--- src/rtl/kin_irq_pkg.sv ---
package kin_irq_pkg;

    localparam int PRIO_W = 2;
    localparam int ADDR_W = 2;

    typedef logic [PRIO_W-1:0] prio_t;

    typedef enum logic [ADDR_W-1:0] {
        SEL_POLARITY = 2'd0,
        SEL_ENABLE   = 2'd1,
        SEL_FLAGS    = 2'd2,
        SEL_PRIORITY = 2'd3
    } reg_sel_e;

    typedef struct packed {
        logic  req;
        prio_t level;
    } irq_out_t;

    // Priority wins only when strictly above the CPU mask level.
    function automatic logic prio_beats(prio_t prio, prio_t mask);
        return prio > mask;
    endfunction

endpackage

--- src/rtl/kin_edge_detect.sv ---
module kin_edge_detect #(
    parameter int NUM_PINS = 8
) (
    input  logic                clk,
    input  logic                rst,
    input  logic [NUM_PINS-1:0] pin_level,
    input  logic [NUM_PINS-1:0] polarity,
    output logic [NUM_PINS-1:0] edge_hit
);

    logic [NUM_PINS-1:0] prev_level;
    logic                armed;

    // History tracks the pins even in reset; armed blocks the first compare.
    always_ff @(posedge clk) begin
        prev_level <= pin_level;
        if (rst) begin
            armed <= 1'b0;
        end else begin
            armed <= 1'b1;
        end
    end

    genvar i;
    generate
        for (i = 0; i < NUM_PINS; i++) begin : g_pin
            logic rise;
            logic fall;
            assign rise        = ~prev_level[i] &  pin_level[i];
            assign fall        =  prev_level[i] & ~pin_level[i];
            assign edge_hit[i] = armed & (polarity[i] ? fall : rise);
        end
    endgenerate

endmodule

--- src/rtl/kin_reg_file.sv ---
module kin_reg_file
    import kin_irq_pkg::*;
#(
    parameter int NUM_PINS = 8
) (
    input  logic                clk,
    input  logic                rst,
    input  logic                wr_en,
    input  logic [ADDR_W-1:0]   addr,
    input  logic [NUM_PINS-1:0] wdata,
    input  logic [NUM_PINS-1:0] edge_hit,
    output logic [NUM_PINS-1:0] polarity_q,
    output logic [NUM_PINS-1:0] enable_q,
    output logic [NUM_PINS-1:0] flag_q,
    output prio_t               prio_q,
    output logic [NUM_PINS-1:0] rdata
);

    reg_sel_e            sel;
    logic [NUM_PINS-1:0] clr_vec;
    logic [NUM_PINS-1:0] flag_d;

    assign sel     = reg_sel_e'(addr);
    assign clr_vec = (wr_en && sel == SEL_FLAGS) ? wdata : '0;
    // An edge in the same cycle as a clear keeps the flag set.
    assign flag_d  = (flag_q & ~clr_vec) | edge_hit;

    always_ff @(posedge clk) begin
        if (rst) begin
            polarity_q <= '1;
            enable_q   <= '0;
            flag_q     <= '0;
            prio_q     <= '0;
        end else begin
            flag_q <= flag_d;
            if (wr_en) begin
                case (sel)
                    SEL_POLARITY: polarity_q <= wdata;
                    SEL_ENABLE:   enable_q   <= wdata;
                    SEL_PRIORITY: prio_q     <= wdata[PRIO_W-1:0];
                    default:      ;
                endcase
            end
        end
    end

    always_comb begin
        case (sel)
            SEL_POLARITY: rdata = polarity_q;
            SEL_ENABLE:   rdata = enable_q;
            SEL_FLAGS:    rdata = flag_q;
            default:      rdata = {{(NUM_PINS-PRIO_W){1'b0}}, prio_q};
        endcase
    end

endmodule

--- src/rtl/kin_irq_arb.sv ---
module kin_irq_arb
    import kin_irq_pkg::*;
#(
    parameter int NUM_PINS = 8
) (
    input  logic [NUM_PINS-1:0] flag_q,
    input  logic [NUM_PINS-1:0] enable_q,
    input  prio_t               prio_q,
    input  prio_t               cpu_mask,
    output irq_out_t            irq_out
);

    logic pending;

    assign pending       = |(flag_q & enable_q);
    assign irq_out.req   = pending & prio_beats(prio_q, cpu_mask);
    assign irq_out.level = irq_out.req ? prio_q : '0;

endmodule

--- src/rtl/kin_irq_ctrl.sv ---
module kin_irq_ctrl
    import kin_irq_pkg::*;
#(
    parameter int NUM_PINS = 8
) (
    input  logic                clk,
    input  logic                rst,
    input  logic [NUM_PINS-1:0] pin_level,
    input  logic                wr_en,
    input  logic [ADDR_W-1:0]   addr,
    input  logic [NUM_PINS-1:0] wdata,
    output logic [NUM_PINS-1:0] rdata,
    input  logic [PRIO_W-1:0]   cpu_mask,
    output logic                irq_req,
    output logic [PRIO_W-1:0]   irq_level
);

    logic [NUM_PINS-1:0] polarity_q;
    logic [NUM_PINS-1:0] enable_q;
    logic [NUM_PINS-1:0] flag_q;
    logic [NUM_PINS-1:0] edge_hit;
    prio_t               prio_q;
    irq_out_t            irq_out;

    kin_edge_detect #(.NUM_PINS(NUM_PINS)) u_edge (
        .clk       (clk),
        .rst       (rst),
        .pin_level (pin_level),
        .polarity  (polarity_q),
        .edge_hit  (edge_hit)
    );

    kin_reg_file #(.NUM_PINS(NUM_PINS)) u_regs (
        .clk        (clk),
        .rst        (rst),
        .wr_en      (wr_en),
        .addr       (addr),
        .wdata      (wdata),
        .edge_hit   (edge_hit),
        .polarity_q (polarity_q),
        .enable_q   (enable_q),
        .flag_q     (flag_q),
        .prio_q     (prio_q),
        .rdata      (rdata)
    );

    kin_irq_arb #(.NUM_PINS(NUM_PINS)) u_arb (
        .flag_q   (flag_q),
        .enable_q (enable_q),
        .prio_q   (prio_q),
        .cpu_mask (cpu_mask),
        .irq_out  (irq_out)
    );

    assign irq_req   = irq_out.req;
    assign irq_level = irq_out.level;

endmodule

--- config.mk ---
export PLATFORM = sky130hd
export DESIGN_NAME = kin_irq_ctrl
export DESIGN_NICKNAME = d
export VERILOG_FILES = /design/src/rtl/kin_irq_pkg.sv /design/src/rtl/kin_edge_detect.sv /design/src/rtl/kin_reg_file.sv /design/src/rtl/kin_irq_arb.sv /design/src/rtl/kin_irq_ctrl.sv
export SDC_FILE = /design/constraint.sdc
export NUM_CORES = 1
export LEC_CHECK = 0
export ABC_AREA = 0
export BUFFER_PORTS_ARGS = -buffer_cell sky130_fd_sc_hd__buf_2
export CORE_ASPECT_RATIO = 0.75
export CORE_MARGIN = 4
export CORE_UTILIZATION = 55
export CTS_BUF_LIST = sky130_fd_sc_hd__clkbuf_4
export CTS_CLUSTER_SIZE = 12
export DETAILED_ROUTE_END_ITERATION = 10
export PLACE_DENSITY_LB_ADDON = 0.2
export SETUP_SLACK_MARGIN = 0.05
export SYNTH_ARGS = -nofsm -noshare
export SYNTH_HDL_FRONTEND = slang
export SYNTH_SLANG_ARGS = --single-unit
--- constraint.sdc ---
create_clock -name clk -period 1.5 [get_ports clk]
set_input_delay 0.3 -clock clk [delete_from_list [all_inputs] [get_ports clk]]
set_output_delay 0.3 -clock clk [all_outputs]
set_load 0.05 [all_outputs]
After elaboration in Yosys (flattened, before gate mapping):

Index checks and enable logic that the tools add are counted.

* register bits: 35
* output and inout port bits: 11

* magnitude comparators: 1
* eq/ne operators: 3
* multiplexer cells: 12
* bitwise gates (word level): 45
* reductions and logical operators: 6

Operators by type and width (count)
* $and 1x1->1: 25
* $pmux 8 s3: 1
* $and 8x8->8: 2
* $not 1->1: 16
* $mux 1: 9
* $mux 8: 1
* $not 8->8: 1
* $or 8x8->8: 1
* $reduce_or 8->1: 1
* $reduce_and 2->1: 3
* $eq 2x2->1 const B: 2
* $eq 2x1->1 const B: 1
* $gt 2x2->1: 1
* $logic_not 2->1: 1
* $mux 2: 1
* $logic_and 1x1->1: 1

Longest topological paths before layout:

Gate-level depths: netlist of the first run.

* depth in word-level cells: 6
* depth in mapped cells: 5
* gate-level depth less buffers: 5

By module:

From an unflattened synthesis of the first run, not the netlist that was laid out.

* cell total of the unflattened synthesis: 180
* area, all modules: 1835.5 µm²

Modules (own cells, without submodules)
* kin_reg_file: instances 1, cells each 130, area each 1320.0 µm², seq. area each 520.5 µm²
* kin_edge_detect: instances 1, cells each 35, area each 385.4 µm², seq. area each 180.2 µm²
* kin_irq_arb: instances 1, cells each 15, area each 130.1 µm², seq. area each 0.0 µm²

Worst setup path after synthesis of the first run:

OpenSTA, ideal clock, no wires.

* path type: input -> output
* start: input cpu_mask[1]
* end: output irq_level[0]
* arrival: 2.033 ns
* data required time: 1.200 ns
* slack: -0.833 ns
* stages on the path: 5
* path buffers: 0
* cell sequence: inv_1 > ha_1 > nor2b_1 > o21ai_0 > a211oi_1

* longest elaborated chain between the ends: 3

RTL lines
* from (decl): RTL line kin_irq_ctrl.sv:13 `input logic [PRIO_W-1:0] cpu_mask,`
* $gt 2x2->1: RTL line kin_irq_pkg.sv:22 `return prio > mask;`
* $and 1x1->1: RTL line kin_irq_arb.sv:16 `assign irq_out.req = pending & prio_beats(prio_q, cpu_mask);`
* $mux 2: RTL line kin_irq_arb.sv:17 `assign irq_out.level = irq_out.req ? prio_q : '0;`
* to (decl): RTL line kin_irq_ctrl.sv:15 `output logic [PRIO_W-1:0] irq_level`

Every way passes these cells.

Worst setup path after layout of the first run:

* start: register u_regs.prio_q[0]
* end: output rdata[0]

* longest elaborated chain between the ends: 1

RTL lines
* from (decl): RTL line kin_reg_file.sv:15 `output prio_t prio_q,`
* from (signal assigned): RTL line kin_reg_file.sv:40 `SEL_PRIORITY: prio_q <= wdata[PRIO_W-1:0];`
* $pmux 8 s3: RTL line kin_reg_file.sv:48 `case (sel)`
* to (decl): RTL line kin_irq_ctrl.sv:12 `output logic [NUM_PINS-1:0] rdata,`

Every way passes these cells.

==> key figures, run 1 <==
Floorplanning
  • Horizontal extent of the die: 70.46 um
  • Placeable Area: 0.002703 mm2
  • Die outline area: ~0.0039 mm2
  • # rows: 16
  • Y dimension of the die: around 55 um
  • I/O pin cnt: 34
  • Starting density of the core: 59.54%

Worst setup path
  • Logic depth of the worst register-to-register path: 4
  • Origin of the critical flop-to-flop path: u_regs.polarity_q[5]$_SDFFE_PP1P_
  • Worst setup slack for register-to-register paths: between 500 and 600 ps
  • Critical path cell sequence: buf_4 -> buf_6 -> mux4_2 -> buf_8
  • Maximum fanout count along the critical path: 2
  • Delay of the slowest critical-path stage: between 400 and 500 ps
  • Critical path class: register to output pin
  • Crit path arrival time: 1550 ps
  • WP data required: 1200 ps
  • Capturing element type of the critical path: output pin
  • Reg2Reg Capture Point: u_regs.flag_q[5]$_SDFF_PP0_
  • Highest-delay cell along the critical path: sky130_fd_sc_hd__mux4_2
  • Startpoint types: register

Clock tree
  • Cell at the root of the clock tree: sky130_fd_sc_hd__clkbuf_4
  • H-Tree Depth: 2
  • Clock latency on the worst-skew pair: between 300 and 400 ps
  • Number of sinks driven by the clock tree: 35
  • Clock transition at path regs: 100 ps
  • Number of buffers added by the clock tree synthesis step: 5
  • TritonCTS clock tree: done
  • Maximum buffer depth of the clock tree: 2

Drt
  • Detailed-route DRC error count: 0
  • Number of iterations in the first detailed-routing pass: 4
  • Post-detailed-route count of antenna-violating nets: 0
  • Wire length per cell after detailed routing: ~16 um
  • Detailed-route vias per instance: between 5 and 6
  • Wire length after detailed routing: 4009 um
  • Total vias in the final route: between 1000 and 1500
  • Iteration-0 DRC Markers: 100

STA
  • Unrepaired setup endpoints after global routing: true
  • Final hold violation count: 0
  • Max Fclk: roughly 0.54 GHz
  • Relative slew slack: approximately three quarters
  • Setup Viol. Count Final: 5
  • Transition time at the pin with the least slew margin: between 300 and 400 ps
  • Setup Skew: ~6.8 ps
  • Time the final worst path needs with I/O delays and setup: 1854 ps
  • Period Utilization, post-route: 123.6%
  • Final Max Tran Viols: 0
  • Post-route setup slack: -353.8 ps

Synthesis
  • Post-synthesis cell type with the largest combined area: sky130_fd_sc_hd__dfxtp_1
  • Most frequent cell after synthesis: sky130_fd_sc_hd__dfxtp_1
  • Avg Synthesized Cell Area: 9.693 um2
  • Count of cell types in the netlist: 26
  • FF+latch count, synth: 35
  • YS warnings: 0
  • Fraction of synthesis flops using an asynchronous set or reset pin: 0%
  • Post-synth top area share: ~44%
  • Most frequently used flop master after synthesis: sky130_fd_sc_hd__dfxtp_1
  • Number of nets in the synthesized netlist: 191
  • Ranking of synthesized cells by area: sky130_fd_sc_hd__dfxtp_1 (44%), sky130_fd_sc_hd__mux2i_1 (15%), sky130_fd_sc_hd__o21ai_0 (7.2%)
  • Top post-synthesis cells by count: sky130_fd_sc_hd__dfxtp_1 (35), sky130_fd_sc_hd__mux2i_1 (24), sky130_fd_sc_hd__o21ai_0 (23), sky130_fd_sc_hd__nand2_1 (15), sky130_fd_sc_hd__inv_1 (11)
  • Number of enable-type register cells in the synthesized netlist: 0
  • Post-synthesis cell area: 0.001609 mm2
  • Gate count after technology mapping: about 170
  • Sequential fraction of the synthesis area: a little over two fifths

Placed design
  • Hpwl dp: 2819 um
  • Count of input and output buffers: 33
  • Post-Place Setup Slack: -171.2 ps
  • Weighted congestion reported at the end of routability-driven placement: 0.8650

Min path
  • Startpoint of the worst hold path: pin_level[3]
  • Worst hold path type: primary input to register
  • Hold Crit Endpoint: u_edge.prev_level[3]$_DFF_P_
  • Hold Path Depth: 1

GRT
  • Via count of the first global-routing pass: 1370
  • Overflow after GRT: 0
  • Global-route wire length before repair: 6589 um
  • Maximum number of pins on one net before global-route repair: 19
  • Initial antenna violation count: 0
  • Overall routing resource usage: 22.92%

Flow run
  • Max-cap violations: 0

Power and ir drop
  • Power density cells: 866.3 mW/mm2
  • Design Power: 1.863 mW
  • Maximum vdd drop: roughly 0.00068 V
  • Static power due to leakage: around 0.97 nW

Cells and area
  • Relative area change from synthesis to final layout: 33.67%
  • Share of cells above drive strength 1: 43.78%
  • Util after Layout: 79.58%
  • Final-stage net count: between 200 and 250
  • Final antenna diode count: 0

Status
  • Status: complete, but fails checks
  • Failing checks: setup timing
-- routing by layer --
layer	share of wire, %	wire length, um	global-route usage, %
met4	1.8	72	10.83
met3	5.5	219	4.587
met5	0	0	0
met2	48	1916	39.75
met1	45	1801	28.02
-- power breakdown --
group / leakage, nW / switching, mW / total, mW / internal, mW
clock network: 0.0276 / 0.295 / 0.480 / 0.185
logic: 0.653 / 0.205 / 0.374 / 0.169
registers: 0.290 / 0.0355 / 1.01 / 0.974
-- registers in the layout, indices dropped and copies added, names as in the netlist --
signal / cells
u_edge.armed: 1
u_regs.polarity_q: 8
u_regs.prio_q: 2
u_edge.prev_level: 8
u_regs.enable_q: 8
u_regs.flag_q: 8
-- cell type report --
| type | instances | area, um2 |
|---|---|---|
| Clock buffer | 6 | 45.04 |
| Fill cell | 171 | 551.8 |
| Inverter | 12 | 45.04 |
| Multi-Input combinational cell | 113 | 902.1 |
| Sequential cell | 35 | 719.4 |
| Tap cell | 36 | 45.04 |
| Timing Repair Buffer | 51 | 394.1 |
-- cells by family (layout without fill, tap and decap cells) --
| kind of cell | count (synthesis) | after routing | share of synthesized area [%] |
|---|---|---|---|
| DFF | 35 | 35 | 43.55 |
| adders and majority gates | 2 | 2 | 1.555 |
| muxes | 26 | 26 | 17.96 |
| buffers and inverters | 18 | 69 | 5.675 |
| and+or+nand+nor | 47 | 47 | 17.42 |
| AOI/OAI and AO/OA | 38 | 38 | 13.84 |
-- worst max path at each step --
stage	from	slack, ps	depth (start not counted)	endpoint
after global placement	cpu_mask[1]	-130	7	irq_level[1]
after global routing	u_regs.prio_q[1]$_SDFFE_PP0P_	-420	5	irq_level[1]
after CTS	u_regs.prio_q[1]$_SDFFE_PP0P_	-370	5	irq_level[0]
final	u_regs.prio_q[0]$_SDFFE_PP0P_	-350	4	rdata[0]
after detailed placement	cpu_mask[1]	-170	7	irq_level[0]
after floorplan	u_regs.prio_q[1]$_SDFFE_PP0P_	-90	4	irq_level[0]
-- metrics by stage --
stage                     std cells  setup TNS [ps]  instance area (um2)  hold WS, ps
after CTS                       250           -1598                 2108        63.83
after global routing            253           -2015                 2151        59.34
final                           253           -1641                 2151        75.38
after floorplan                 166          -256.9                 1697        327.7
after detailed placement        243          -431.7                 1966        424.5
after global placement          243          -350.6                 1966        420.5
-- worst max-delay path: cells and delay by family, from the launching register on --
| family | cells | cell delay [ps] |
|---|---|---|
| multiplexers | 1 | 480 |
| flip-flops | 1 | 340 |
| buffers and inverters | 3 | 400 |
-- timing repair --
item	4_1_cts	5_1_grt
setup buffers	1	3
hold buffers	0	0
pin swaps	1	0
resized for setup	35	9
endpoints found under the setup margin	11	11
-- placed cells by master (no fill, tap or decap) --
| cell | instances |
|---|---|
| sky130_fd_sc_hd__o21ai_4 | 1 |
| sky130_fd_sc_hd__nor2b_4 | 2 |
| sky130_fd_sc_hd__a221oi_2 | 2 |
| sky130_fd_sc_hd__clkbuf_4 | 7 |
| sky130_fd_sc_hd__dfxtp_2 | 15 |
| sky130_fd_sc_hd__buf_4 | 14 |
| sky130_fd_sc_hd__ha_1 | 1 |
| sky130_fd_sc_hd__a22o_1 | 2 |
| sky130_fd_sc_hd__nand3_1 | 1 |
| sky130_fd_sc_hd__inv_1 | 9 |
| sky130_fd_sc_hd__nand2_2 | 1 |
| sky130_fd_sc_hd__buf_8 | 2 |
| sky130_fd_sc_hd__mux4_2 | 2 |
| sky130_fd_sc_hd__and3b_1 | 8 |
| sky130_fd_sc_hd__mux2i_2 | 1 |
| sky130_fd_sc_hd__clkinv_1 | 1 |
| sky130_fd_sc_hd__nor2_1 | 10 |
| sky130_fd_sc_hd__nor3b_2 | 1 |
| sky130_fd_sc_hd__a21oi_1 | 8 |
| sky130_fd_sc_hd__buf_6 | 13 |
| sky130_fd_sc_hd__o21ai_0 | 16 |
| sky130_fd_sc_hd__ha_4 | 1 |
| sky130_fd_sc_hd__nand3b_2 | 1 |
| sky130_fd_sc_hd__nand2_1 | 14 |
| sky130_fd_sc_hd__dfxtp_1 | 20 |
| sky130_fd_sc_hd__a211oi_4 | 2 |
| sky130_fd_sc_hd__a21oi_2 | 1 |
| sky130_fd_sc_hd__mux2i_1 | 23 |
| sky130_fd_sc_hd__o21ai_2 | 6 |
| sky130_fd_sc_hd__nor3b_1 | 8 |
| sky130_fd_sc_hd__buf_2 | 21 |
| sky130_fd_sc_hd__nand3b_1 | 1 |
| sky130_fd_sc_hd__inv_2 | 2 |
(Power assumes the default switching activity.)
==> run 2, diff against run 1 <==
- CORE_MARGIN: 4 -> 2
- REMOVE_ABC_BUFFERS: unset -> 1
==> run 2 against run 1 <==
  * The run still ends with setup timing left
  * Sequential cell count is the same
  * Fmax shrank 2.4%
  * Critical path depth grew 1
  * Sequential share of layout area grew 0.93 points
  * Non-clock buffer count shrank 3
  * Critical endpoint is now irq_req
  * Highest routed layer unchanged
==> key figures, run 2 (synthesis results as in run 1) <==
Floorplanning
  • Placeable Area: 0.002703 mm2 (unchanged)
  • # rows: 16 (unchanged)
  • Horizontal extent of the die: 66.46 um (was 70.46 um)
  • Starting density of the core: 59.54% (unchanged)
  • Die outline area: 0.003379 mm2 (was 0.003864 mm2)
  • I/O pin cnt: 34 (unchanged)
  • Y dimension of the die: 50.84 um (was 54.84 um)

Cells and area
  • Most common cell after layout, fill and taps aside: sky130_fd_sc_hd__mux2i_1 (unchanged)
  • Most frequent cells in the layout: sky130_fd_sc_hd__mux2i_1 (24), sky130_fd_sc_hd__buf_2 (21), sky130_fd_sc_hd__dfxtp_1 (19) (was sky130_fd_sc_hd__mux2i_1 (23), sky130_fd_sc_hd__buf_2 (21), sky130_fd_sc_hd__dfxtp_1 (20))
  • Area of combinational cells with multiple inputs: 882.1 um2 (was 902.1 um2)
  • Final antenna diode count: 0 (unchanged)
  • Relative area change from synthesis to final layout: 31.65% (was 33.67%)
  • Fill cells: 177 (was 171)
  • Storage cell area: 728.2 um2 (was 719.4 um2)
  • Final-stage net count: 240 (was 243)
  • Share of cells above drive strength 1: 39.81% (was 43.78%)

Worst setup path
  • WP data required: 1200 ps (about the same)
  • Startpoint types: register (unchanged)
  • Maximum fanout count along the critical path: 3 (was 2)
  • Crit path arrival time: 1600 ps (was 1550 ps)
  • Critical path class: register to output pin (unchanged)
  • Capturing element type of the critical path: output pin (unchanged)

Status
  • Failing checks: setup timing (unchanged)
  • Status: complete, but fails checks (unchanged)

Drt
  • Wire length per cell after detailed routing: 15.77 um (was 15.85 um)
  • Iteration-0 DRC Markers: 102 (was 100)
  • Total vias in the final route: 1424 (was 1423)
  • Detailed-route DRC error count: 0 (unchanged)
  • Post-detailed-route count of antenna-violating nets: 0 (unchanged)
  • Wire length after detailed routing: 3975 um (was 4009 um)
  • Number of iterations in the first detailed-routing pass: 4 (unchanged)
  • Detailed-route vias per instance: 5.651 (was 5.625)

STA
  • Final hold violation count: 0 (unchanged)
  • Transition time at the pin with the least slew margin: 349.2 ps (was 361.6 ps)
  • Setup Viol. Count Final: 6 (was 5)
  • Post-route setup slack: -400.1 ps (was -353.8 ps)
  • Sum Neg Setup Slack: -1671 ps (was -1641 ps)
  • Final Max Tran Viols: 0 (unchanged)
  • Unrepaired setup endpoints after global routing: true (unchanged)
  • Max Fclk: 0.5263 GHz (was 0.5394 GHz)
  • Time the final worst path needs with I/O delays and setup: 1900 ps (was 1854 ps)
  • Setup Skew: 7.173 ps (was 6.771 ps)
  • Period Utilization, post-route: 126.7% (was 123.6%)
  • Minimum hold slack: 71.85 ps (was 75.38 ps)
  • Relative slew slack: 76.62% (was 75.86%)

Clock tree
  • Cell at the root of the clock tree: sky130_fd_sc_hd__clkbuf_4 (unchanged)
  • Maximum buffer depth of the clock tree: 2 (unchanged)
  • Clock latency on the worst-skew pair: 340 ps (about the same)
  • H-Tree Depth: 2 (unchanged)
  • # hold bufs at CTS: 0 (unchanged)
  • Number of buffers added by the clock tree synthesis step: 5 (unchanged)
  • Clock transition at path regs: 110 ps (was 100 ps)
  • TritonCTS clock tree: done (unchanged)
  • Number of sinks driven by the clock tree: 35 (unchanged)

GRT
  • Maximum number of pins on one net before global-route repair: 19 (unchanged)
  • Initial antenna violation count: 0 (unchanged)
  • Most heavily used metal layer in global routing: met2 (unchanged)
  • Overflow after GRT: 0 (unchanged)
  • Global-route wire length before repair: 6161 um (was 6589 um)
  • Via count of the first global-routing pass: 1344 (was 1370)
  • Overall routing resource usage: 24.96% (was 22.92%)
  • Met3 routing resource usage after global routing: 7.489% (was 4.587%)
  • Met1 track demand over resource in global routing: 30.94% (was 28.02%)
  • Met2 Track Usage GR: 42.33% (was 39.75%)

Power and ir drop
  • Sequential group share of total power: 53.1% (was 54.2%)
  • Switching fraction of total power: 28.96% (was 28.77%)
  • Maximum vdd drop: 0.0007629 V (was 0.0006829 V)
  • Internal power consumption: 1.349 mW (was 1.327 mW)
  • Relative contribution of combinational cells to total power: 18.7% (was 20.1%)
  • Net Sw Power: 0.5500 mW (was 0.5361 mW)
  • Clock network fraction of total power: 28.2% (was 25.8%)
  • Static power due to leakage: 0.9544 nW (was 0.9708 nW)
  • Power density cells: 896.5 mW/mm2 (was 866.3 mW/mm2)

Min path
  • Worst hold path type: primary input to register (unchanged)

Flow run
  • Max-cap violations: 0 (unchanged)

Placed design
  • Hpwl dp: 2684 um (was 2819 um)
  • Count of input and output buffers: 33 (unchanged)
  • Weighted congestion reported at the end of routability-driven placement: 0.7669 (was 0.8650)
-- run 2: worst paths after layout --
path	start	end	slack, ps	cells past startpoint
setup / recovery	u_regs.prio_q[1]$_SDFFE_PP0P_	irq_req	-400	5
hold / removal	pin_level[0]	u_edge.prev_level[0]$_DFF_P_	70	1
setup reg to reg	u_regs.polarity_q[3]$_SDFFE_PP1P_	u_regs.flag_q[3]$_SDFF_PP0_	530	4
hold reg to reg	u_regs.polarity_q[4]$_SDFFE_PP1P_	u_regs.polarity_q[4]$_SDFFE_PP1P_	510	2
-- run 2: layout make-up --
| type | count | area share (%) |
|---|---|---|
| Multi-Input combinational cell | 113 | 41.64 |
| Timing Repair Buffer | 48 | 17.01 |
| Inverter | 12 | 2.126 |
| Sequential cell | 35 | 34.38 |
| Clock buffer | 7 | 2.481 |
| Clock inverter | 1 | 0.2363 |
| Tap cell | 36 | 2.126 |
-- run 2: what timing repair did --
item	in CTS	in global routing
buffers inserted	2	2
pin swaps	8	4
gates resized for setup	43	20
setup endpoints to repair	11	11
-- run 2: power by group through the flow --
stage | registers (mW) | clock network, mW | logic, mW
2_1_floorplan | 1.02 | 0 | 0.179
3_3_place_gp | 1.02 | 0 | 0.284
3_5_place_dp | 1.03 | 0 | 0.295
4_1_cts | 1.01 | 0.539 | 0.331
5_1_grt | 1.01 | 0.584 | 0.380
6_report | 1.01 | 0.536 | 0.355
-- run 2: critical path, cell delays in order, from the launching register on --
cell and delay, ps:
sky130_fd_sc_hd__dfxtp_2 360, sky130_fd_sc_hd__ha_4 260, sky130_fd_sc_hd__nor2b_4 130, sky130_fd_sc_hd__o21ai_2 90
sky130_fd_sc_hd__a21oi_1 180, sky130_fd_sc_hd__buf_4 230
-- run 2: metal layers --
layer | vias to the layer above | wire length [um]
met2 | 50 | 2030
met1 | 685 | 1688
met3 | 4 | 236
met5 | - | 0
met4 | 0 | 20
li1 | 685 | -
-- run 2: stage by stage --
stage                     util, %  instances  power, mW  setup slack [ps]  cell area [um2]
after detailed placement    68.66        240      1.320            -304.6             1856
after CTS                   75.37        250      1.878            -347.5             2037
final                       78.38        252      1.899            -400.1             2118
after global routing        78.38        252      1.977            -477.2             2118
after floorplan                 -        160      1.194            -832.6             1563
after global placement      68.66        240      1.306            -196.9             1856
==> run 3, diff against run 2 <==
==> constraint.sdc (replaced) <==
create_clock -name clk -period 1.5 [get_ports clk]
set_input_delay 0.225 -clock clk [delete_from_list [all_inputs] [get_ports clk]]
set_output_delay 0.225 -clock clk [all_outputs]
set_load 0.05 [all_outputs]
==> run 3 against run 2 <==
  * The run still ends with setup timing left
  * Fmax grew 5.1%
  * Sequential share of layout area shrank 0.89 points
  * Largest power group unchanged
  * Sequential power is essentially flat
  * Critical endpoint is now irq_level[0]
  * Power shrank 1.6%
  * Critical path depth is the same
  * Utilization grew 1.5 points
  * Cell area grew 1.9%
  * Critical path type unchanged
  * Cell count grew 2.4%
  * Count of clock-buffer cells in the layout shrank 1
  * Via count is the same
  * Hold slack gained 56 ps
==> key figures, run 3 (synthesis results as in run 1) <==
Status
  • Status: complete, but fails checks (unchanged)
  • Failing checks: setup timing (unchanged)

Placed design
  • Weighted congestion reported at the end of routability-driven placement: 0.7753 (was 0.7669)
  • Post-Place Setup Slack: -181.1 ps (was -304.6 ps)
  • Hpwl dp: 2606 um (was 2684 um)
  • Placed Cells: 240 (unchanged)
  • Post-Place Cell Area: 0.001856 mm2 (unchanged)
  • Count of input and output buffers: 33 (unchanged)

Power and ir drop
  • Net Sw Power: 0.5393 mW (was 0.5500 mW)
  • Sequential group share of total power: 54.0% (was 53.1%)
  • Design Power: 1.868 mW (was 1.899 mW)
  • Relative contribution of combinational cells to total power: 19.3% (was 18.7%)
  • Clock network fraction of total power: 26.8% (was 28.2%)
  • Power density cells: 864.9 mW/mm2 (was 896.5 mW/mm2)
  • Internal power consumption: 1.329 mW (was 1.349 mW)
  • Static power due to leakage: 0.9683 nW (was 0.9544 nW)
  • Switching fraction of total power: 28.87% (was 28.96%)
  • Maximum vdd drop: 0.0008842 V (was 0.0007629 V)

Drt
  • Post-detailed-route count of antenna-violating nets: 0 (unchanged)
  • Total vias in the final route: 1424 (unchanged)
  • Number of iterations in the first detailed-routing pass: 4 (unchanged)
  • Detailed-route DRC error count: 0 (unchanged)
  • Iteration-0 DRC Markers: 87 (was 102)
  • Detailed-route vias per instance: 5.519 (was 5.651)
  • Wire length after detailed routing: 3951 um (was 3975 um)
  • Wire length per cell after detailed routing: 15.31 um (was 15.77 um)

Clock tree
  • Clock latency on the worst-skew pair: 350 ps (was 340 ps)
  • TritonCTS clock tree: done (unchanged)
  • H-Tree Depth: 2 (unchanged)
  • Maximum buffer depth of the clock tree: 2 (unchanged)
  • Number of buffers added by the clock tree synthesis step: 5 (unchanged)
  • Clock transition at path regs: 100 ps (was 110 ps)
  • Number of sinks driven by the clock tree: 35 (unchanged)
  • Cell at the root of the clock tree: sky130_fd_sc_hd__clkbuf_4 (unchanged)

Floorplanning
  • Die outline area: 0.003379 mm2 (unchanged)
  • # rows: 16 (unchanged)
  • Horizontal extent of the die: 66.46 um (unchanged)
  • Starting density of the core: 59.54% (unchanged)
  • Placeable Area: 0.002703 mm2 (unchanged)
  • Y dimension of the die: 50.84 um (unchanged)
  • I/O pin cnt: 34 (unchanged)

Worst setup path
  • Startpoint types: register (unchanged)
  • Crit path arrival time: 1580 ps (was 1600 ps)
  • Worst setup slack for register-to-register paths: 530 ps (about the same)
  • Maximum fanout count along the critical path: 3 (unchanged)
  • WP data required: 1270 ps (was 1200 ps)
  • Capturing element type of the critical path: output pin (unchanged)
  • Critical path class: register to output pin (unchanged)

Cells and area
  • Relative area change from synthesis to final layout: 34.21% (was 31.65%)
  • Util after Layout: 79.91% (was 78.38%)
  • Fill cells: 189 (was 177)
  • Final std cells w/o fill: 258 (was 252)
  • Final-stage net count: 246 (was 240)
  • Area of combinational cells with multiple inputs: 882.1 um2 (unchanged)
  • Most frequent cells in the layout: sky130_fd_sc_hd__mux2i_1 (24), sky130_fd_sc_hd__buf_2 (22), sky130_fd_sc_hd__dfxtp_1 (21) (was sky130_fd_sc_hd__mux2i_1 (24), sky130_fd_sc_hd__buf_2 (21), sky130_fd_sc_hd__dfxtp_1 (19))
  • Storage cell area: 723.2 um2 (was 728.2 um2)
  • Finished Cell Area: 0.002160 mm2 (was 0.002118 mm2)
  • Most common cell after layout, fill and taps aside: sky130_fd_sc_hd__mux2i_1 (unchanged)
  • Share of cells above drive strength 1: 36.04% (was 39.81%)
  • Final antenna diode count: 0 (unchanged)

STA
  • Final hold violation count: 0 (unchanged)
  • Unrepaired setup endpoints after global routing: true (unchanged)
  • Max Fclk: 0.5529 GHz (was 0.5263 GHz)
  • Final Max Tran Viols: 0 (unchanged)
  • Post-route setup slack: -308.7 ps (was -400.1 ps)
  • Minimum hold slack: 127.8 ps (was 71.85 ps)
  • Setup Skew: 7.202 ps (was 7.173 ps)
  • Relative slew slack: 75.02% (was 76.62%)
  • Setup Viol. Count Final: 5 (was 6)
  • Time the final worst path needs with I/O delays and setup: 1809 ps (was 1900 ps)
  • Transition time at the pin with the least slew margin: 374.7 ps (was 349.2 ps)
  • Period Utilization, post-route: 120.6% (was 126.7%)
  • Sum Neg Setup Slack: -1261 ps (was -1671 ps)

GRT
  • Maximum number of pins on one net before global-route repair: 19 (unchanged)
  • Global-route wire length before repair: 6320 um (was 6161 um)
  • Overall routing resource usage: 26.05% (was 24.96%)
  • Via count of the first global-routing pass: 1410 (was 1344)
  • Overflow after GRT: 0 (unchanged)
  • Initial antenna violation count: 0 (unchanged)

Flow run
  • Max-cap violations: 0 (unchanged)

Min path
  • Worst hold path type: primary input to register (unchanged)
run 3: changes by cell type in the layout (fill, tap and decap cells not counted), sizes merged:
cell / delta
clkinv: +1
clkbuf: -1
dlygate4sd3: +8
buf: -2
run 3: final timing paths:
| kind | from | to | cells past startpoint |
|---|---|---|---|
| worst min-delay path | wdata[3] | u_regs.polarity_q[3]$_SDFFE_PP1P_ | 3 |
| worst min register to register | u_regs.flag_q[0]$_SDFF_PP0_ | u_regs.flag_q[0]$_SDFF_PP0_ | 2 |
| worst max register to register | u_regs.polarity_q[4]$_SDFFE_PP1P_ | u_regs.flag_q[4]$_SDFF_PP0_ | 4 |
| worst max-delay path | u_regs.prio_q[1]$_SDFFE_PP0P_ | irq_level[0] | 5 |
run 3: repair_timing:
item,CTS,global route
endpoints found under the setup margin,11,11
resized for setup,34,20
setup buffers,1,1
endpoints found under the hold margin,8,0
pin swaps,7,3
hold buffers,8,0
run 3: power by group through the flow:
stage	combinational [mW]	sequential, mW	clock (mW)
finish	0.360	1.01	0.500
global route	0.386	1.01	0.546
CTS	0.345	1.01	0.509
detailed placement	0.294	1.02	0
global placement	0.284	1.02	0
floorplan	0.179	1.02	0
run 3: layout make-up:
type | count | area share [%]
Clock buffer | 6 | 2.086
Tap cell | 36 | 2.086
Clock inverter | 2 | 0.3476
Timing Repair Buffer | 54 | 19.06
Multi-Input combinational cell | 113 | 40.85
Sequential cell | 35 | 33.49
Inverter | 12 | 2.086
run 3: routing by layer:
layer  routed length, um  global-route usage (%)
met2                1894                   44.00
met3                 241                   6.388
met1                1654                   30.27
met4                 161                   14.63
met5                   0                       0
run 3: critical path, stage by stage (launching register included):
cell                       delay [ps]
sky130_fd_sc_hd__dfxtp_2          350
sky130_fd_sc_hd__ha_4             260
sky130_fd_sc_hd__nor2b_4          140
sky130_fd_sc_hd__o21ai_2           80
sky130_fd_sc_hd__a211oi_2         210
sky130_fd_sc_hd__buf_6            200
